--- src/rtl/poly_pkg.sv ---
package poly_pkg;
  // headroom bits added over the operand width
  localparam int unsigned AB_GROW = 4;
  localparam int unsigned CD_GROW = 3;

  function automatic int unsigned result_width(int unsigned n);
    return (n + AB_GROW) + (n + CD_GROW);
  endfunction
endpackage

--- src/rtl/poly_scale_stage.sv ---
module poly_scale_stage #(
  parameter int unsigned DATA_W = 8
) (
  input  logic                     clk_i,
  input  logic                     rst_ni,
  input  logic                     valid_i,
  input  logic        [DATA_W-1:0] a_i,
  input  logic        [DATA_W-1:0] b_i,
  input  logic        [DATA_W-1:0] c_i,
  input  logic        [DATA_W-1:0] d_i,
  output logic                     valid_o,
  output logic signed [DATA_W+1:0] a3_o,
  output logic signed [DATA_W+2:0] b5_o,
  output logic signed [DATA_W:0]   c2_o,
  output logic signed [DATA_W:0]   dn_o
);
  localparam int unsigned A_W = DATA_W + 2;
  localparam int unsigned B_W = DATA_W + 3;
  localparam int unsigned C_W = DATA_W + 1;

  logic signed [A_W-1:0] a_ext, a3_d;
  logic signed [B_W-1:0] b_ext, b5_d;
  logic signed [C_W-1:0] c2_d, d_ext, dn_d;

  always_comb begin
    a_ext = {{2{a_i[DATA_W-1]}}, a_i};
    b_ext = {{3{b_i[DATA_W-1]}}, b_i};
    d_ext = {d_i[DATA_W-1], d_i};
    a3_d  = (a_ext <<< 1) + a_ext;
    b5_d  = (b_ext <<< 2) + b_ext;
    c2_d  = {c_i, 1'b0};
    dn_d  = -d_ext;
  end

  always_ff @(posedge clk_i or negedge rst_ni) begin
    if (!rst_ni) begin
      valid_o <= 1'b0;
      a3_o    <= '0;
      b5_o    <= '0;
      c2_o    <= '0;
      dn_o    <= '0;
    end else begin
      valid_o <= valid_i;
      a3_o    <= a3_d;
      b5_o    <= b5_d;
      c2_o    <= c2_d;
      dn_o    <= dn_d;
    end
  end
endmodule

--- src/rtl/poly_sum_stage.sv ---
module poly_sum_stage #(
  parameter int unsigned DATA_W = 8
) (
  input  logic                     clk_i,
  input  logic                     rst_ni,
  input  logic                     valid_i,
  input  logic signed [DATA_W+1:0] a3_i,
  input  logic signed [DATA_W+2:0] b5_i,
  input  logic signed [DATA_W:0]   c2_i,
  input  logic signed [DATA_W:0]   dn_i,
  output logic                     valid_o,
  output logic signed [DATA_W+3:0] ab_o,
  output logic signed [DATA_W+2:0] cd_o
);
  localparam int unsigned AB_W = DATA_W + poly_pkg::AB_GROW;
  localparam int unsigned CD_W = DATA_W + poly_pkg::CD_GROW;

  logic signed [AB_W-1:0] ab_d;
  logic signed [CD_W-1:0] cd_d;

  always_comb begin
    ab_d = {{2{a3_i[DATA_W+1]}}, a3_i} + {b5_i[DATA_W+2], b5_i};
    cd_d = {{2{c2_i[DATA_W]}}, c2_i} + {{2{dn_i[DATA_W]}}, dn_i};
  end

  always_ff @(posedge clk_i or negedge rst_ni) begin
    if (!rst_ni) begin
      valid_o <= 1'b0;
      ab_o    <= '0;
      cd_o    <= '0;
    end else begin
      valid_o <= valid_i;
      ab_o    <= ab_d;
      cd_o    <= cd_d;
    end
  end
endmodule

--- src/rtl/poly_mul_stage.sv ---
module poly_mul_stage #(
  parameter int unsigned DATA_W = 8,
  localparam int unsigned X_W = poly_pkg::result_width(DATA_W)
) (
  input  logic signed [DATA_W+3:0] ab_i,
  input  logic signed [DATA_W+2:0] cd_i,
  output logic signed [X_W-1:0]    x_o
);
  localparam int unsigned AB_W = DATA_W + poly_pkg::AB_GROW;
  localparam int unsigned CD_W = DATA_W + poly_pkg::CD_GROW;

  logic signed [X_W-1:0] ab_x, cd_x;

  always_comb begin
    ab_x = {{(X_W-AB_W){ab_i[AB_W-1]}}, ab_i};
    cd_x = {{(X_W-CD_W){cd_i[CD_W-1]}}, cd_i};
    x_o  = ab_x * cd_x;
  end
endmodule

--- src/rtl/poly_expr_unit.sv ---
module poly_expr_unit #(
  parameter int unsigned DATA_W = 8,
  localparam int unsigned X_W = poly_pkg::result_width(DATA_W)
) (
  input  logic              clk_i,
  input  logic              rst_ni,
  input  logic              valid_i,
  input  logic [DATA_W-1:0] a_i,
  input  logic [DATA_W-1:0] b_i,
  input  logic [DATA_W-1:0] c_i,
  input  logic [DATA_W-1:0] d_i,
  output logic              valid_o,
  output logic [X_W-1:0]    x_o
);
  logic                     s1_valid, s2_valid;
  logic signed [DATA_W+1:0] s1_a3;
  logic signed [DATA_W+2:0] s1_b5;
  logic signed [DATA_W:0]   s1_c2, s1_dn;
  logic signed [DATA_W+3:0] s2_ab;
  logic signed [DATA_W+2:0] s2_cd;
  logic signed [X_W-1:0]    prod;

  poly_scale_stage #(.DATA_W(DATA_W)) u_scale (
    .clk_i(clk_i), .rst_ni(rst_ni), .valid_i(valid_i),
    .a_i(a_i), .b_i(b_i), .c_i(c_i), .d_i(d_i),
    .valid_o(s1_valid), .a3_o(s1_a3), .b5_o(s1_b5), .c2_o(s1_c2), .dn_o(s1_dn)
  );

  poly_sum_stage #(.DATA_W(DATA_W)) u_sum (
    .clk_i(clk_i), .rst_ni(rst_ni), .valid_i(s1_valid),
    .a3_i(s1_a3), .b5_i(s1_b5), .c2_i(s1_c2), .dn_i(s1_dn),
    .valid_o(s2_valid), .ab_o(s2_ab), .cd_o(s2_cd)
  );

  // multiply sits alone between the last register and the output
  poly_mul_stage #(.DATA_W(DATA_W)) u_mul (
    .ab_i(s2_ab), .cd_i(s2_cd), .x_o(prod)
  );

  assign valid_o = s2_valid;
  assign x_o     = prod;
endmodule

--- config.mk ---
export PLATFORM = sky130hd
export DESIGN_NAME = poly_expr_unit
export DESIGN_NICKNAME = d
export VERILOG_FILES = /design/src/rtl/poly_pkg.sv /design/src/rtl/poly_scale_stage.sv /design/src/rtl/poly_sum_stage.sv /design/src/rtl/poly_mul_stage.sv /design/src/rtl/poly_expr_unit.sv
export SDC_FILE = /design/constraint.sdc
export NUM_CORES = 1
export LEC_CHECK = 0
export ABC_AREA = 0
export BUFFER_PORTS_ARGS = -buffer_cell sky130_fd_sc_hd__buf_4
export CAP_MARGIN = 10
export CORE_ASPECT_RATIO = 1.1
export CORE_UTILIZATION = 50
export CTS_CLUSTER_DIAMETER = 50
export DETAILED_ROUTE_END_ITERATION = 12
export PLACE_DENSITY = 0.77
export SLEW_MARGIN = 10
export SYNTH_ARGS = -nofsm -noshare
export SYNTH_HDL_FRONTEND = slang
export SYNTH_SLANG_ARGS = --single-unit
--- constraint.sdc ---
create_clock -name clk_i -period 6.6 [get_ports clk_i]
set_input_delay 1.98 -clock clk_i [delete_from_list [all_inputs] [get_ports clk_i]]
set_output_delay 1.98 -clock clk_i [all_outputs]
set_load 0.005 [all_outputs]
* Word-level counts from Yosys, hierarchy flattened
Index checks and enable logic that the tools add are counted.
Word-level totals: register bits 62, input port bits 35
Cells by class: add/subtract/negate cells 5, multipliers 1
Operator list (count):
- 12-bit by 10-bit multiplier with 22-bit output | 1
- 10-bit by 11-bit adder with 12-bit output | 1
- 10-bit by 8-bit adder with 11-bit output | 1
- 9-bit by 8-bit adder with 10-bit output | 1
- 9-bit by 9-bit adder with 10-bit output | 1
- 8-bit negation with 9-bit output | 1

* Logic depth before layout (Yosys ltp)
depth after elaboration 1, depth in mapped cells 21

* Hierarchy
A second synthesis with hierarchy kept.
Second synthesis, totals: cells, all modules 864, area, all modules 8236.6 sq um
By module, submodules not included:
- poly_mul_stage | times used 1, cells an instance 594, area an instance 5127.4 sq um
- poly_scale_stage | times used 1, cells an instance 135, area an instance 1670.4 sq um
- poly_sum_stage | times used 1, cells an instance 135, area an instance 1438.9 sq um

* Least setup slack after synthesis
Ideal clock, no wire load.
kind reg-to-output, start point register, netlist name u_sum.cd_o[9], end point output port x_o[22], data arrival time 4.892 ns, slack -0.272 ns, cell stages (with the launch flop) 19, buffers on the path 2, cells stage by stage dfrtp_1 > inv_1 > clkbuf_1 > nor2_1 > fa_1 > fa_1 > fa_1 > fa_1 > inv_1 > fa_1 > inv_1 > ha_1 > a21oi_1 > o211ai_1 > a21oi_1 > o211ai_1 > o22ai_1 > xnor2_1 > buf_4
On the way: longest elaborated chain between the ends 1
Ends and longest elaborated chain:
- 12-bit by 10-bit multiplier with 22-bit output | RTL line poly_mul_stage.sv:17 | x_o = ab_x * cd_x;
- to (decl) | RTL line poly_expr_unit.sv:13 | output logic [X_W-1:0] x_o
No other way between the ends.

* Final worst setup path
start point register u_sum.ab_o[4], end point output port x_o[17]
On the way: longest elaborated chain between the ends 1
Ends and longest elaborated chain:
- from (decl) | RTL line poly_sum_stage.sv:12 | output logic signed [DATA_W+3:0] ab_o,
- from (signal assigned) | RTL line poly_sum_stage.sv:29 | ab_o <= '0;
- from (signal assigned) | RTL line poly_sum_stage.sv:33 | ab_o <= ab_d;
- 12-bit by 10-bit multiplier with 22-bit output | RTL line poly_mul_stage.sv:17
No other way between the ends.

==> key figures <==
Run status
  • Outcome: finished, violations left
  • Failing checks: setup timing

Worst setup path
  • CP Launch Type: register
  • Critical Path AT: just over 5000 ps
  • Reg-to-Reg End: u_sum.ab_o[10]
  • Crit Reg-Reg Startpoint: u_scale.b5_o[0]
  • Worst R2R Setup Slack: 4370 ps
  • Worst Reg2Reg Path Length in Cells: 9
  • Critical path class: register to output pin
  • Required time worst endpoint: approximately 4600 ps
  • Crit end category: output pin
  • Max FO, Critical Path: 5

Run
  • Max_cap viols: 0

Yosys
  • Avg Synthesized Cell Area: 9.63 um2
  • Asr flop ratio synth: 100%
  • Synth area leader: fa_1
  • Warnings, synthesis: 0
  • Synth cell types: 42
  • #FFs+latches synth: 62
  • Syn nets: 1017
  • Seq/Total Area, Yosys: approximately 20%
  • Post-synth top area share: between 20 and 30%
  • Largest cells by area after synthesis: fa_1 29%, dfrtp_1 21%, ha_1 14%
  • Mapped Cells: roughly 780
  • Mapped cell area: 7550 um2
  • Post-synth EDFFs: 0
  • Primary FF master, synth: dfrtp_1

Drt
  • Initial DRC count: 202
  • Post-route DRC: 0
  • DR vias/cell: 4.96
  • Vias: 5576
  • Post-Route WL: 15600 um
  • Routed wire per std cell: between 10 and 15 um
  • Post-route ant nets: 0
  • Drt pass-1 iters: 6

Worst hold path
  • Hold WC Path Type: register to register
  • Hold Path End: u_sum.cd_o[0]
  • Hold Startpoint: u_scale.dn_o[0]
  • Worst Hold Depth: 0

Placement
  • DP HPWL: 11800 um
  • Placed instance area: 8740 um2
  • RD Place Congestion: 0.808
  • I/O Buffers: 58

Floorplan
  • I/O Pins: approximately 60
  • Die height: 131 um
  • FP Rows: 46
  • Initial Util: around half
  • Core area: 14600 um2
  • Die width: 119 um
  • Die area: 15600 um2

Timing
  • RSZ-0062 raised after global routing: true
  • Slew HR: 51.7%
  • Fmax: 141 MHz
  • Hold Vio Cnt, Final: 0
  • Final min period: 7100 ps
  • Setup WS post-layout: -496 ps
  • Finish-stage setup viols: 14
  • Clk_skew: 3.09 ps
  • Period utilization: 108%
  • Max Slew Vio Count: 0
  • Worst-Margin Slew: 725 ps

GRT
  • Via count of the first global-routing pass: 5940
  • First-pass GRT wire length: 26100 um
  • Initial antenna violation count: 0
  • Total gr overflow: 0
  • GR Util All Layers: 20.9%
  • Largest net degree at the start of global routing: 63

Clock network
  • Clock latency on the worst-skew pair: 320 ps
  • CTS tree: built
  • Clock slew at reported path FFs: ~50 ps
  • H-tree levels: 3
  • CTS max path bufs: 2
  • CTS buffer count: 9
  • Clock Sink Count: 62
  • Clk root buf: clkbuf_16
  • Hold_buf cts: 0

Final layout
  • Share of cells above drive strength 1: 30.9%
  • Area grow syn2layout: 29.6%
  • N_diodes: 0
  • Post-route cell area: 9790 um2
  • Nets: 1160
  • Most common cell after layout, fill and taps aside: inv_1
  • Highest-count cells in the layout ignoring fill and taps: 147 x inv_1, 127 x buf_4, 97 x fa_1, 73 x ha_1, 65 x nand2_1
cell families (layout without fill, tap and decap cells):
logic type,after synthesis,in the layout,synth area share [%]
compound gates,90,90,7.62
xor+xnor,53,53,6.15
fa+ha+maj,198,198,43.8
buf+inv,193,341,9.64
flops,62,62,20.5
mux,3,3,0.398
simple gates,185,185,11.8
sequential cells by signal (all words and copies together), names as in the netlist:
| register | cells |
|---|---|
| u_sum.ab_o | 12 |
| u_sum.cd_o | 10 |
| u_scale.c2_o | 8 |
| u_scale.b5_o | 11 |
| u_scale.a3_o | 10 |
| u_sum.valid_o | 1 |
| u_scale.dn_o | 9 |
| u_scale.valid_o | 1 |
per-layer routing:
layer	global-route usage (%)	routed length (um)
met5	0	0
met4	7.15	274
met1	23.4	6180
met3	2.56	504
met2	41.1	8660
cells in the mapped netlist (all sizes together), types with 4 or more instances:
cell type  count
inv          170
fa           111
ha            87
nand2         75
dfrtp         62
and2          48
xnor2         39
a21oi         29
nor2          28
clkbuf        22
o21ai         17
xor2          14
a21o          13
a31oi          7
nand3          6
nor2b          6
nand2b         5
nor3           5
o21bai         5
o21a           4
worst max-delay path, stage by stage, from the launching register on:
cell and delay [ps]:
dfrtp_2 450, buf_6 140, and2_4 150, fa_1 510, inv_2 40, fa_1 520, inv_2 50, fa_2 410
fa_1 510, inv_2 40, fa_1 480, inv_2 50, ha_4 250, o21a_1 170, and2b_1 170, nand4_1 170
a21boi_4 240, nor4_2 50, a311o_1 270, buf_4 140
cell type report:
class                   count  area, um2
clock buffers              10        239
clock inverters             6        109
fillers                  1015       4770
inverters                 170        641
multi-input cells         529       5720
flip-flops and latches     62       1570
well taps                 192        240
repair buffers            155       1260
worst max-delay path by stage:
| stage | from | endpoint | cells past startpoint |
|---|---|---|---|
| 2_1_floorplan | u_sum.cd_o[2] | x_o[22] | 18 |
| 3_3_place_gp | u_sum.cd_o[4] | x_o[17] | 18 |
| 3_5_place_dp | u_sum.ab_o[6] | x_o[21] | 20 |
| 4_1_cts | u_sum.ab_o[5] | x_o[21] | 18 |
| 5_1_grt | u_sum.cd_o[1] | x_o[17] | 19 |
| 6_report | u_sum.ab_o[4] | x_o[17] | 19 |
per-stage QoR:
stage | hold WS, ps | setup TNS (ps) | util, % | cells | setup WS (ps)
finish | 348 | -4810 | 67.2 | 1124 | -496
global route | 357 | -7540 | 67.2 | 1124 | -677
CTS | 349 | -5170 | 65.0 | 1113 | -519
detailed placement | 337 | -3460 | 60.0 | 1078 | -385
global placement | 333 | -2360 | 60.0 | 1078 | -287
floorplan | 331 | -0.857 | - | 784 | -0.857
timing repair:
action | CTS | global route
setup endpoints to repair | 15 | 16
pin swaps | 57 | 58
resized for setup | 78 | 64
setup buffers | 19 | 14
hold endpoints to repair | 0 | 0
Power is not shown: default switching activity piles up to over one toggle a cycle in this logic, so the estimate is an artifact.
